File: src/rtl/bam_pkg.sv
package bam_pkg;

  typedef enum logic [1:0] {
    SCH_BLOCK    = 2'd0,
    SCH_CYCLIC   = 2'd1,
    SCH_COMPLETE = 2'd2
  } scheme_e;

  typedef enum logic [1:0] {
    ST_IDLE  = 2'd0,
    ST_BUSY  = 2'd1,
    ST_DRAIN = 2'd2
  } bam_state_e;

  function automatic int num_banks(scheme_e s, int n, int p);
    return (s == SCH_COMPLETE) ? n : p;
  endfunction

  function automatic int bank_depth(scheme_e s, int n, int p);
    return (s == SCH_COMPLETE) ? 1 : (n + p - 1) / p;
  endfunction

  // Element index stored at offset o of bank b (inverse of the mapping)
  function automatic int elem_at(scheme_e s, int n, int p, int b, int o);
    int d;
    d = bank_depth(s, n, p);
    case (s)
      SCH_BLOCK:  return b * d + o;
      SCH_CYCLIC: return o * p + b;
      default:    return b;
    endcase
  endfunction

endpackage

File: src/rtl/bam_addr_map.sv
module bam_addr_map #(
  parameter bam_pkg::scheme_e SCHEME = bam_pkg::SCH_CYCLIC,
  parameter int N  = 11,
  parameter int P  = 2,
  parameter int XW = 7,
  parameter int BW = 1,
  parameter int OW = 3
) (
  input  logic [XW-1:0] idx,
  output logic [BW-1:0] bank,
  output logic [OW-1:0] off,
  output logic          oor
);
  localparam int D = bam_pkg::bank_depth(SCHEME, N, P);

  assign oor = (idx >= XW'(N));

  if (SCHEME == bam_pkg::SCH_BLOCK) begin : g_block
    always_comb begin
      bank = oor ? '0 : BW'(idx / XW'(D));
      off  = oor ? '0 : OW'(idx % XW'(D));
    end
  end else if (SCHEME == bam_pkg::SCH_CYCLIC) begin : g_cyclic
    always_comb begin
      bank = oor ? '0 : BW'(idx % XW'(P));
      off  = oor ? '0 : OW'(idx / XW'(P));
    end
  end else begin : g_complete
    always_comb begin
      bank = oor ? '0 : BW'(idx);
      off  = '0;
    end
  end

endmodule

File: src/rtl/bam_sched.sv
module bam_sched #(
  parameter int LANES = 4,
  parameter int NB    = 2,
  parameter int BW    = 1,
  parameter int LW    = 2
) (
  input  logic [LANES-1:0] pend,
  input  logic [BW-1:0]    lane_bank [LANES],
  output logic [LANES-1:0] grant,
  output logic [LANES-1:0] lane_port,
  output logic             port_vld  [NB][2],
  output logic [LW-1:0]    port_lane [NB][2]
);

  // Per bank: first two pending lanes, lowest lane number first
  always_comb begin
    grant     = '0;
    lane_port = '0;
    for (int b = 0; b < NB; b++) begin
      port_vld[b][0]  = 1'b0;
      port_vld[b][1]  = 1'b0;
      port_lane[b][0] = '0;
      port_lane[b][1] = '0;
    end
    for (int b = 0; b < NB; b++) begin : g_scan
      int used;
      used = 0;
      for (int l = 0; l < LANES; l++) begin
        if (pend[l] && lane_bank[l] == BW'(b) && used < 2) begin
          port_vld[b][used]  = 1'b1;
          port_lane[b][used] = LW'(l);
          grant[l]           = 1'b1;
          lane_port[l]       = used[0];
          used               = used + 1;
        end
      end
    end
  end

endmodule

File: src/rtl/bam_bank.sv
module bam_bank #(
  parameter bam_pkg::scheme_e SCHEME = bam_pkg::SCH_CYCLIC,
  parameter int N     = 11,
  parameter int P     = 2,
  parameter int DW    = 16,
  parameter int DEPTH = 6,
  parameter int AW    = 3,
  parameter int BIDX  = 0,
  parameter logic [N*DW-1:0] INIT = '0
) (
  input  logic          clk,
  input  logic          rst,
  input  logic          en    [2],
  input  logic          we    [2],
  input  logic [AW-1:0] addr  [2],
  input  logic [DW-1:0] wdata [2],
  output logic [DW-1:0] rdata [2]
);
  logic [DW-1:0] mem [DEPTH];

  initial begin
    for (int o = 0; o < DEPTH; o++) begin
      int e;
      e = bam_pkg::elem_at(SCHEME, N, P, BIDX, o);
      mem[o] = (e < N) ? INIT[e*DW +: DW] : '0;
    end
  end

  // Two ports, registered read, old data returned on a same-cycle write
  always_ff @(posedge clk) begin
    for (int p = 0; p < 2; p++) begin
      if (en[p]) begin
        rdata[p] <= mem[addr[p]];
        if (we[p]) mem[addr[p]] <= wdata[p];
      end
    end
  end

  // the two ports never write one location in the same cycle
  p_port_clash_r4: assert property (@(posedge clk) disable iff (rst)
    (en[0] && en[1] && we[0] && we[1]) |-> (addr[0] != addr[1]));

endmodule

File: src/rtl/banked_array_mem.sv
module banked_array_mem #(
  parameter bam_pkg::scheme_e SCHEME = bam_pkg::SCH_CYCLIC,
  parameter int N     = 11,
  parameter int P     = 2,
  parameter int LANES = 4,
  parameter int DW    = 16,
  parameter bit READ_ONLY = 1'b0,
  parameter logic [N*DW-1:0] INIT = '0,
  localparam int SW = (N > 1) ? $clog2(N) : 1
) (
  input  logic                clk,
  input  logic                rst,
  input  logic                req_valid,
  output logic                req_ready,
  input  logic                req_write,
  input  logic [SW-1:0]       req_start,
  input  logic [LANES-1:0]    req_lane_en,
  input  logic [LANES*DW-1:0] req_wdata,
  output logic                rsp_valid,
  output logic                rsp_err,
  output logic [LANES*DW-1:0] rsp_rdata
);
  import bam_pkg::*;

  localparam int NB = num_banks(SCHEME, N, P);
  localparam int D  = bank_depth(SCHEME, N, P);
  localparam int AW = (D > 1) ? $clog2(D) : 1;
  localparam int BW = (NB > 1) ? $clog2(NB) : 1;
  localparam int LW = (LANES > 1) ? $clog2(LANES) : 1;
  localparam int XW = SW + LW + 1;

  bam_state_e           st;
  logic [SW-1:0]        start_q;
  logic                 wr_q;
  logic [LANES-1:0]     en_q;
  logic [LANES-1:0]     done_q;
  logic [LANES-1:0]     grant_q;
  logic [LANES-1:0]     port_q;
  logic [DW-1:0]        wdata_q [LANES];
  logic [DW-1:0]        res     [LANES];

  logic [XW-1:0]        lane_idx  [LANES];
  logic [BW-1:0]        lane_bank [LANES];
  logic [AW-1:0]        lane_off  [LANES];
  logic [LANES-1:0]     lane_oor;
  logic [LANES-1:0]     pend_c;
  logic [LANES-1:0]     sched_pend;
  logic [LANES-1:0]     grant;
  logic [LANES-1:0]     lane_port;
  logic                 port_vld  [NB][2];
  logic [LW-1:0]        port_lane [NB][2];
  logic [DW-1:0]        bk_rd     [NB][2];

  // Index mapping, one unit per lane
  for (genvar l = 0; l < LANES; l++) begin : g_lane
    assign lane_idx[l] = XW'(start_q) + XW'(l);
    bam_addr_map #(.SCHEME(SCHEME), .N(N), .P(P), .XW(XW), .BW(BW), .OW(AW)) u_map (
      .idx (lane_idx[l]),
      .bank(lane_bank[l]),
      .off (lane_off[l]),
      .oor (lane_oor[l])
    );
    assign rsp_rdata[l*DW +: DW] = res[l];
  end

  assign pend_c     = en_q & ~lane_oor & ~done_q;
  assign sched_pend = (st == ST_BUSY) ? pend_c : '0;

  bam_sched #(.LANES(LANES), .NB(NB), .BW(BW), .LW(LW)) u_sched (
    .pend     (sched_pend),
    .lane_bank(lane_bank),
    .grant    (grant),
    .lane_port(lane_port),
    .port_vld (port_vld),
    .port_lane(port_lane)
  );

  // Banks with their port steering
  for (genvar b = 0; b < NB; b++) begin : g_bank
    logic          en_p [2];
    logic          we_p [2];
    logic [AW-1:0] ad_p [2];
    logic [DW-1:0] wd_p [2];

    always_comb begin
      for (int p = 0; p < 2; p++) begin
        en_p[p] = (st == ST_BUSY) && port_vld[b][p];
        we_p[p] = wr_q && !READ_ONLY;
        ad_p[p] = lane_off[port_lane[b][p]];
        wd_p[p] = wdata_q[port_lane[b][p]];
      end
    end

    bam_bank #(.SCHEME(SCHEME), .N(N), .P(P), .DW(DW), .DEPTH(D), .AW(AW),
               .BIDX(b), .INIT(INIT)) u_bank (
      .clk  (clk),
      .rst  (rst),
      .en   (en_p),
      .we   (we_p),
      .addr (ad_p),
      .wdata(wd_p),
      .rdata(bk_rd[b])
    );

    // a read-only build never writes its tables
    p_rom_nowrite_r11: assert property (@(posedge clk) disable iff (rst)
      READ_ONLY |-> !((en_p[0] && we_p[0]) || (en_p[1] && we_p[1])));
  end

  assign req_ready = (st == ST_IDLE);

  always_ff @(posedge clk) begin
    if (rst) begin
      st        <= ST_IDLE;
      rsp_valid <= 1'b0;
      rsp_err   <= 1'b0;
      done_q    <= '0;
      grant_q   <= '0;
      port_q    <= '0;
      en_q      <= '0;
      wr_q      <= 1'b0;
      start_q   <= '0;
      for (int l = 0; l < LANES; l++) res[l] <= '0;
    end else begin
      rsp_valid <= 1'b0;
      grant_q   <= (st == ST_BUSY && !wr_q) ? grant : '0;
      port_q    <= lane_port;
      for (int l = 0; l < LANES; l++) begin
        if (grant_q[l]) res[l] <= bk_rd[lane_bank[l]][port_q[l]];
      end
      case (st)
        ST_IDLE: begin
          if (req_valid) begin
            st      <= ST_BUSY;
            start_q <= req_start;
            wr_q    <= req_write;
            en_q    <= req_lane_en;
            done_q  <= '0;
            for (int l = 0; l < LANES; l++) begin
              wdata_q[l] <= req_wdata[l*DW +: DW];
              res[l]     <= '0;
            end
          end
        end
        ST_BUSY: begin
          done_q <= done_q | grant;
          if ((pend_c & ~grant) == '0) st <= ST_DRAIN;
        end
        default: begin
          st        <= ST_IDLE;
          rsp_valid <= 1'b1;
          rsp_err   <= |(en_q & lane_oor);
        end
      endcase
    end
  end

  // acceptance drops ready on the following cycle
  p_accept_busy_r8: assert property (@(posedge clk) disable iff (rst)
    (req_valid && req_ready) |=> !req_ready);

  // ready was low in the cycle before the response pulse rises
  p_rsp_after_busy_r8: assert property (@(posedge clk) disable iff (rst)
    $rose(rsp_valid) |-> $past(!req_ready));

  // the completion pulse lasts one cycle
  p_rsp_pulse_r7: assert property (@(posedge clk) disable iff (rst)
    rsp_valid |=> !rsp_valid);

  // grants only go to outstanding lanes, and some lane progresses
  p_grant_legal_r4: assert property (@(posedge clk) disable iff (rst)
    (st == ST_BUSY) |-> ((grant & ~pend_c) == '0));
  p_progress_r4: assert property (@(posedge clk) disable iff (rst)
    (st == ST_BUSY && pend_c != '0) |-> (grant != '0));

  // an out-of-range lane is never issued to a bank
  p_oor_untouched_r9: assert property (@(posedge clk) disable iff (rst)
    (grant & lane_oor) == '0);

endmodule

File: config.mk
export PLATFORM = sky130hd
export DESIGN_NAME = banked_array_mem
export DESIGN_NICKNAME = d
export VERILOG_FILES = /design/src/rtl/bam_pkg.sv /design/src/rtl/bam_addr_map.sv /design/src/rtl/bam_sched.sv /design/src/rtl/bam_bank.sv /design/src/rtl/banked_array_mem.sv
export SDC_FILE = /design/constraint.sdc
export NUM_CORES = 1
export LEC_CHECK = 0
export ABC_AREA = 0
export CAP_MARGIN = 20
export CORE_AREA = 2 2 193 195
export CTS_CLUSTER_DIAMETER = 100
export CTS_CLUSTER_SIZE = 8
export DETAILED_ROUTE_END_ITERATION = 8
export DIE_AREA = 0 0 195 197
export DONT_BUFFER_PORTS = 1
export GPL_TIMING_DRIVEN = 1
export HOLD_SLACK_MARGIN = 0.1
export PLACE_DENSITY = 0.8
export SETUP_SLACK_MARGIN = 0.5
export SYNTH_ARGS = -nofsm -noshare
export SYNTH_HDL_FRONTEND = slang
export SYNTH_SLANG_ARGS = --single-unit
export TNS_END_PERCENT = 1
File: constraint.sdc
create_clock -name clk -period 20.8 [get_ports clk]
set_input_delay 2.08 -clock clk [delete_from_list [all_inputs] [get_ports clk]]
set_output_delay 2.08 -clock clk [all_outputs]
set_load 0.01 [all_outputs]
==> metrics.txt, run 1 <==
# TYPE chip_impl_metric gauge
chip_impl_metric{name="synthXorXnorAreaFrac",unit="%"} 0.226
chip_impl_info{name="critPathLaunch",value="start_q[0]"} 1
chip_impl_metric{name="power_switching_share",unit="%"} 25.3
chip_impl_metric{name="synth-simple-area-share",unit="%"} 8.83
chip_impl_metric{name="yosys_warnings",unit=""} 0
chip_impl_metric{name="drt-wirelength-per-cell",unit="µm"} 29.3
chip_impl_metric{name="numCtsBuffers",unit=""} 56
chip_impl_metric{name="largest_voltage_drop_on_the_vdd_net",unit="V"} 0.0000996
chip_impl_metric{name="routed-via-count",unit=""} 16800
chip_impl_metric{name="clkSlewWorstSetupHoldPaths",unit="ns"} 0.06
chip_impl_metric{name="cellPowerDensity",unit="nW/µm²"} 79.0
chip_impl_metric{name="timing.clock.skew",unit="ns"} 0.0314
chip_impl_metric{name="static-leakage-power",unit="nW"} 9.59
chip_impl_metric{name="share_of_layout_cells_above_drive_strength_1",unit="%"} 16.4
chip_impl_info{name="dominantRegCellSynth",value="edfxtp_1"} 1
chip_impl_metric{name="critical_path_peak_fanout",unit=""} 36
chip_impl_metric{name="muxShareOfSynthArea",unit="%"} 24.6
chip_impl_info{name="worst_path_most_repeated_cell",value="buf_4"} 1
chip_impl_metric{name="grt_pass1_vias",unit=""} 16300
chip_impl_info{name="crit_family",value="simple AND/OR/NAND/NOR gates"} 1
chip_impl_metric{name="regToRegSetupSlack",unit="ns"} 12.78
chip_impl_metric{name="setup_total_negative_slack",unit="ns"} 0
chip_impl_metric{name="achievable-frequency",unit="MHz"} 125
chip_impl_metric{name="ctsLongestPathBuffers",unit=""} 3
chip_impl_metric{name="core_region_area",unit="µm²"} 36300
chip_impl_metric{name="floorplan.die_area",unit="µm²"} 38400
chip_impl_metric{name="synthToLayoutAreaGrowth",unit="%"} 8.26
chip_impl_metric{name="combinationalPowerShare",unit="%"} 11.9
chip_impl_metric{name="std_cell_rows",unit=""} 70
chip_impl_metric{name="final-setup-viol-count",unit=""} 0
chip_impl_info{name="r2r-end",value="g_bank[1].u_bank.mem[0][6]"} 1
chip_impl_metric{name="die_x",unit="µm"} 195
chip_impl_info{name="hold_start",value="done_q[3]"} 1
chip_impl_metric{name="detail_route.iter0.violations",unit=""} 2472
chip_impl_metric{name="drt_first_pass_iters",unit=""} 6
chip_impl_metric{name="synth_enable_flop_cells",unit=""} 352
chip_impl_metric{name="r2r_cells",unit=""} 17
chip_impl_metric{name="final-hold-violation-count",unit=""} 0
chip_impl_metric{name="cts_repair_resize_count",unit=""} 0
chip_impl_metric{name="cts_num_sinks",unit=""} 408
chip_impl_metric{name="synthesis.instances",unit=""} 1859
chip_impl_metric{name="via_density",unit=""} 7.23
chip_impl_metric{name="ys_types",unit=""} 89
chip_impl_metric{name="antenna_found_initial",unit=""} 1
chip_impl_metric{name="syn-cell-area",unit="µm²"} 23300
chip_impl_info{name="r2r_start",value="start_q[0]"} 1
chip_impl_metric{name="finalCritPeriodShare",unit="%"} 38.5
chip_impl_metric{name="cts_max_level",unit=""} 2
chip_impl_metric{name="drtAntennaViolNets",unit=""} 0
chip_impl_metric{name="critPathMaxStageDelay",unit="ns"} 1.03
chip_impl_metric{name="totalWireLength",unit="µm"} 68000
chip_impl_metric{name="finalWeightedCongestion",unit=""} 0.952
chip_impl_metric{name="gr-total-overflow",unit=""} 0
chip_impl_metric{name="drv_slew",unit=""} 0
chip_impl_metric{name="timing.slew.headroom",unit="%"} 18.4
chip_impl_metric{name="floorplan.initialDensity",unit="%"} 64.2
chip_impl_metric{name="fin_crit",unit="ns"} 8.02
chip_impl_metric{name="data_required_time_at_the_worst_endpoint",unit="ns"} 21.03
chip_impl_info{name="cp-start-kind",value="register"} 1
chip_impl_metric{name="clockPowerShare",unit="%"} 41.4
chip_impl_info{name="main_combinational_cell_family_by_area_after_synthesis",value="multiplexers"} 1
chip_impl_metric{name="worst_max_slew_pin_slew",unit="ns"} 1.21
chip_impl_metric{name="grt_util_all_layers",unit="%"} 35.4
chip_impl_metric{name="switchingPower",unit="mW"} 0.503
chip_impl_metric{name="net_count_synth",unit=""} 1954
chip_impl_metric{name="cts_hold_buffers",unit=""} 0
chip_impl_info{name="min_path_type",value="reg -> reg"} 1
chip_impl_metric{name="final_net_count",unit=""} 1923
chip_impl_metric{name="fp.dieH",unit="µm"} 197
chip_impl_metric{name="critical_path.n_buffers_inverters",unit=""} 3
chip_impl_metric{name="synth_seq_area_share",unit="%"} 50.2
chip_impl_info{name="worstSetupEndpointType",value="register"} 1
chip_impl_info{name="critical_path_class",value="reg -> reg"} 1
chip_impl_metric{name="numPlacedInstances",unit=""} 2228
chip_impl_metric{name="largest_net_degree_at_the_start_of_global_routing",unit=""} 74
chip_impl_metric{name="power_internal",unit="mW"} 1.49
chip_impl_info{name="run_status",value="complete, no violations"} 1
chip_impl_metric{name="post_cts_buffers",unit=""} 0
chip_impl_metric{name="ys_seq_elements",unit=""} 408
chip_impl_info{name="clock-root-buffer",value="clkbuf_16"} 1
chip_impl_info{name="hold_end",value="done_q[3]"} 1
chip_impl_metric{name="yosys.area_share.adder",unit="%"} 1.02
chip_impl_metric{name="remaining_drc_errors",unit=""} 0
chip_impl_metric{name="arrival",unit="ns"} 8.24
chip_impl_metric{name="layoutNonFillerInstCount",unit=""} 2321
chip_impl_info{name="critPathSlowestCell",value="and4_1"} 1
chip_impl_metric{name="grt_pass1_wl",unit="µm"} 102000
chip_impl_metric{name="synthArstFlopShare",unit="%"} 0
chip_impl_metric{name="drv_cap",unit=""} 0
chip_impl_info{name="unrepaired_setup_endpoints_after_global_routing",value="false"} 1
chip_impl_metric{name="hold_ws",unit="ns"} 0.457
chip_impl_metric{name="hold_path_depth",unit=""} 2
chip_impl_info{name="tritoncts",value="done"} 1
chip_impl_metric{name="power_frac_seq",unit="%"} 46.6
chip_impl_metric{name="port_buffers",unit=""} 0
chip_impl_metric{name="dp_hpwl",unit="µm"} 46000
chip_impl_metric{name="top_ports",unit=""} 143
chip_impl_info{name="crit_chain",value="buf_4, ha_1, or2_1, a221oi_1, nor3_1, or2_2, nor3_1, ha_1, buf_4, or4_4, a211oi_4, a21oi_2, buf_4, mux2_2, nand2_2, and4_1, a21o_1"} 1
chip_impl_metric{name="avgSynthCellArea",unit="µm²"} 12.5
chip_impl_metric{name="synth_compound_area_share",unit="%"} 11.7
chip_impl_metric{name="clkLatencyLatePin",unit="ns"} 0.61
[cell usage in the layout (no fill, tap or decap), types with 35 or more instances in the layout]
cell	synthesis	layout
mux2_2	91	91
nand2_1	131	131
dfxtp_1	56	56
edfxtp_1	352	352
a21oi_1	37	35
nor2_1	67	65
o21ai_1	34	36
clkbuf_16	0	57
buf_4	14	36
mux2i_1	348	348
mux4_2	48	48
nand3_1	75	75
o21ai_0	100	95
o221ai_1	52	52
[worst max path at each step]
stage	endpoint	slack [ns]	cells after the start
global placement	g_bank[1].u_bank.mem[0][10]	13.10	17
CTS	g_bank[1].u_bank.mem[0][6]	12.89	17
floorplan	g_bank[1].u_bank.mem[2][0]	14.09	16
detailed placement	g_bank[1].u_bank.mem[0][12]	12.90	17
global route	g_bank[1].u_bank.mem[0][7]	12.30	17
finish	g_bank[1].u_bank.mem[0][6]	12.78	17
[metal layers]
layer	up-vias	GRT usage [%]	wire (µm)
met2	1213	56.0	31500
met5	-	0	0
li1	7211	-	-
met1	8152	46.7	25300
met4	0	15.4	3160
met3	196	9.26	8080
[Yosys cell counts, drive strengths merged (17+ instances only)]
master    n  share of area (%)
dfxtp    56                4.8
clkbuf   74                1.2
mux2i   351                 15
nand3    77                1.7
mux2     99                4.8
nand2   135                2.3
a21oi    40               0.94
ha       19                1.0
o221ai   52                2.0
a311oi   17               0.64
mux4     48                4.6
and3     33               0.89
a21o     20               0.64
edfxtp  352                 45
buf      62                2.0
nor2     75                1.5
o21ai   136                3.0
nor2b    20               0.57
[sequential cells by signal, summed over array words and instances, names as in the netlist, 2 cells and up]
name and flops:
port_q 3, wdata_q 64, g_bank.u_bank.rdata 64, en_q 4, grant_q 4, g_bank.u_bank.mem 192, done_q 4, start_q 4
res 64, st 2
[metrics by stage]
stage | util (%) | power (mW) | setup slack [ns] | instance area (µm²)
detailed placement | 64.8 | 1.17 | 12.90 | 23500
global route | 69.5 | 2.04 | 12.30 | 25200
global placement | 64.8 | 1.16 | 13.10 | 23500
finish | 69.5 | 1.99 | 12.78 | 25200
floorplan | - | 1.10 | 14.09 | 23300
CTS | 69.0 | 1.99 | 12.89 | 25000
[power by group through the flow]
stage | clock (mW) | combinational [mW] | sequential (mW)
after floorplan | 0 | 0.163 | 0.938
after global placement | 0 | 0.222 | 0.943
after detailed placement | 0 | 0.228 | 0.944
after CTS | 0.828 | 0.230 | 0.928
after global routing | 0.857 | 0.250 | 0.929
final | 0.825 | 0.238 | 0.929
[kinds of logic (layout without fill, tap and decap cells)]
group	after synthesis	after routing
and+or+nand+nor	399	399
DFF	408	408
other	0	2
buffers and inverters	152	144
muxes	498	498
AOI/OAI and AO/OA	377	377
xor gates and xnor gates	6	6
adders and majority gates	19	19
[area by class of cell]
class	instances	area, µm²
Antenna cell	2	5.00
Clock buffer	79	1510
Clock inverter	2	17.5
Fill cell	2538	11000
Inverter	16	60.1
Multi-Input combinational cell	1299	10900
Sequential cell	408	11700
Tap cell	468	586
Timing Repair Buffer	47	468
[worst min-delay path, stage by stage (launching register included)]
cell     delay [ns]
dfxtp_1        0.31
nand2_1        0.04
o21ai_0        0.06
Note: power is estimated with default switching activity, not from simulation.
==> inputs of run 2 (changes only) <==
CORE_AREA = 2 2 204 206   (was 2 2 193 195)
DIE_AREA = 0 0 206 208   (was 0 0 195 197)
PLACE_DENSITY = 0.76   (was 0.8)
clock period = 6.4 ns   (was 20.8 ns; I/O delays follow)
==> metrics.txt, run 2 (synthesis gave the netlist of run 1 again) <==
# TYPE chip_impl_metric gauge
chip_impl_metric{name="setup_total_negative_slack",unit="ns"} 0
chip_impl_metric{name="grt_pass1_vias",unit=""} 16500
chip_impl_metric{name="worst_max_slew_pin_slew",unit="ns"} 1.23
chip_impl_metric{name="final_net_count",unit=""} 1969
chip_impl_metric{name="totalWireLength",unit="µm"} 67200
chip_impl_metric{name="data_required_time_at_the_worst_endpoint",unit="ns"} 6.70
chip_impl_metric{name="hold_ws",unit="ns"} 0.126
chip_impl_metric{name="share_of_layout_cells_above_drive_strength_1",unit="%"} 17.4
chip_impl_metric{name="numCtsBuffers",unit=""} 56
chip_impl_metric{name="power_frac_seq",unit="%"} 46.6
chip_impl_info{name="unrepaired_setup_endpoints_after_global_routing",value="true"} 1
chip_impl_info{name="most-common-layout-cells",value="edfxtp_1, mux2i_1, nand2_1"} 1
chip_impl_info{name="min_path_type",value="in -> reg"} 1
chip_impl_metric{name="power_switching_share",unit="%"} 25.2
chip_impl_info{name="critical_path_class",value="reg -> reg"} 1
chip_impl_metric{name="port_buffers",unit=""} 0
chip_impl_metric{name="timing.slew.headroom",unit="%"} 17.2
chip_impl_metric{name="achievable-frequency",unit="MHz"} 178
chip_impl_metric{name="arrival",unit="ns"} 5.90
chip_impl_info{name="run_status",value="complete, no violations"} 1
chip_impl_metric{name="timing.clock.skew",unit="ns"} 0.0305
chip_impl_metric{name="drtAntennaViolNets",unit=""} 0
chip_impl_metric{name="largest_net_degree_at_the_start_of_global_routing",unit=""} 69
chip_impl_metric{name="finalWeightedCongestion",unit=""} 0.889
chip_impl_metric{name="antenna_found_initial",unit=""} 2
chip_impl_info{name="clock-root-buffer",value="clkbuf_16"} 1
chip_impl_metric{name="fin_crit",unit="ns"} 5.61
chip_impl_metric{name="std_cell_rows",unit=""} 74
chip_impl_metric{name="core_region_area",unit="µm²"} 40600
chip_impl_metric{name="synthToLayoutAreaGrowth",unit="%"} 10.5
chip_impl_metric{name="static-leakage-power",unit="nW"} 9.80
chip_impl_info{name="tritoncts",value="done"} 1
chip_impl_metric{name="dp_hpwl",unit="µm"} 46400
chip_impl_metric{name="final-setup-viol-count",unit=""} 0
chip_impl_metric{name="remaining_drc_errors",unit=""} 0
chip_impl_metric{name="drv_slew",unit=""} 0
chip_impl_metric{name="via_density",unit=""} 6.89
chip_impl_info{name="mostFrequentLayoutCell",value="edfxtp_1"} 1
chip_impl_metric{name="floorplan.initialDensity",unit="%"} 57.4
chip_impl_metric{name="drv_cap",unit=""} 0
chip_impl_metric{name="largest_voltage_drop_on_the_vdd_net",unit="V"} 0.000229
chip_impl_metric{name="clkLatencyLatePin",unit="ns"} 0.62
chip_impl_metric{name="drt-wirelength-per-cell",unit="µm"} 27.6
chip_impl_metric{name="ctsLongestPathBuffers",unit=""} 3
chip_impl_metric{name="grt_util_all_layers",unit="%"} 31.1
chip_impl_metric{name="cts_num_sinks",unit=""} 408
chip_impl_metric{name="detail_route.iter0.violations",unit=""} 2238
chip_impl_metric{name="fp.dieH",unit="µm"} 208
chip_impl_metric{name="largest_reg_flops",unit=""} 192
chip_impl_metric{name="top_ports",unit=""} 143
chip_impl_metric{name="cts_max_level",unit=""} 2
chip_impl_metric{name="power_internal",unit="mW"} 4.84
chip_impl_metric{name="combinationalPowerShare",unit="%"} 11.8
chip_impl_info{name="cp-start-kind",value="register"} 1
chip_impl_metric{name="gr-total-overflow",unit=""} 0
chip_impl_metric{name="floorplan.die_area",unit="µm²"} 42800
chip_impl_metric{name="cellPowerDensity",unit="nW/µm²"} 252
chip_impl_metric{name="die_x",unit="µm"} 206
chip_impl_metric{name="finalCritPeriodShare",unit="%"} 87.6
chip_impl_metric{name="fin_total_pwr",unit="mW"} 6.47
chip_impl_metric{name="critical_path_peak_fanout",unit=""} 33
chip_impl_metric{name="switchingPower",unit="mW"} 1.63
chip_impl_metric{name="routed-via-count",unit=""} 16800
chip_impl_metric{name="final-hold-violation-count",unit=""} 0
chip_impl_info{name="worstSetupEndpointType",value="register"} 1
chip_impl_metric{name="clkSlewWorstSetupHoldPaths",unit="ns"} 0.06
chip_impl_metric{name="grt_pass1_wl",unit="µm"} 101000
chip_impl_metric{name="drt_first_pass_iters",unit=""} 6
chip_impl_metric{name="clockPowerShare",unit="%"} 41.7
run 2: area by class of cell:
type | count | area (µm²)
Fill cell | 3018 | 14800
Clock inverter | 3 | 45.0
Antenna cell | 1 | 2.50
Multi-Input combinational cell | 1299 | 10900
Tap cell | 532 | 666
Clock buffer | 81 | 1500
Timing Repair Buffer | 93 | 858
Inverter | 16 | 60.1
Sequential cell | 408 | 11700
run 2: metrics by stage:
step,setup WS [ns],std cells,instance area [µm²],utilization (%)
floorplan,0.415,1859,23300,-
global placement,0.469,2314,23700,58.5
detailed placement,0.391,2315,23700,58.5
CTS,0.467,2423,25500,63.0
global route,0.466,2433,25700,63.4
finish,0.794,2433,25700,63.4
run 2: per-layer routing:
layer	GRT usage [%]	vias to the layer above	part of all wire [%]	wire length (µm)
met5	0	-	0	0
met4	9.95	0	2.8	1910
met3	6.17	170	12	7860
met2	48.6	1122	46	30600
met1	43.7	8172	40	26800
li1	-	7299	-	-
run 2: power groups by stage:
stage	Clock, mW	Combinational [mW]	Sequential [mW]
detailed placement	0	0.711	3.06
floorplan	0	0.529	3.05
global route	2.82	0.808	3.02
CTS	2.71	0.729	3.01
global placement	0	0.693	3.06
finish	2.70	0.763	3.01
run 2: worst max-delay path: stages (launching register included):
cell      delay (ns)
dfxtp_2         0.41
inv_1           0.17
ha_1            0.40
a221oi_2        0.35
nor3_2          0.13
or2_2           0.31
nor3_2          0.37
inv_1           0.12
ha_1            0.38
inv_1           0.18
nor4_1          0.52
o22ai_1         0.23
mux2_2          0.51
nand2_2         0.17
buf_12          0.26
and4_1          0.26
buf_4           0.35
mux2i_1         0.15
run 2: what timing repair did:
| action | in CTS | in global routing |
|---|---|---|
| pin swaps | 0 | 1 |
| endpoints found under the hold margin | 27 | 0 |
| hold buffers | 24 | 0 |
| setup buffers | 0 | 2 |
| endpoints found under the setup margin | 48 | 313 |
| resized for setup | 2 | 13 |
run 2: worst paths after layout:
kind | from | end | slack (ns) | depth (start not counted)
worst min-delay path | req_wdata[52] | wdata_q[3][4] | 0.13 | 0
worst max-delay path | start_q[1] | g_bank[1].u_bank.mem[0][15] | 0.79 | 17
worst min register to register | done_q[1] | done_q[1] | 0.46 | 2
worst max register to register | start_q[1] | g_bank[1].u_bank.mem[0][15] | 0.79 | 17
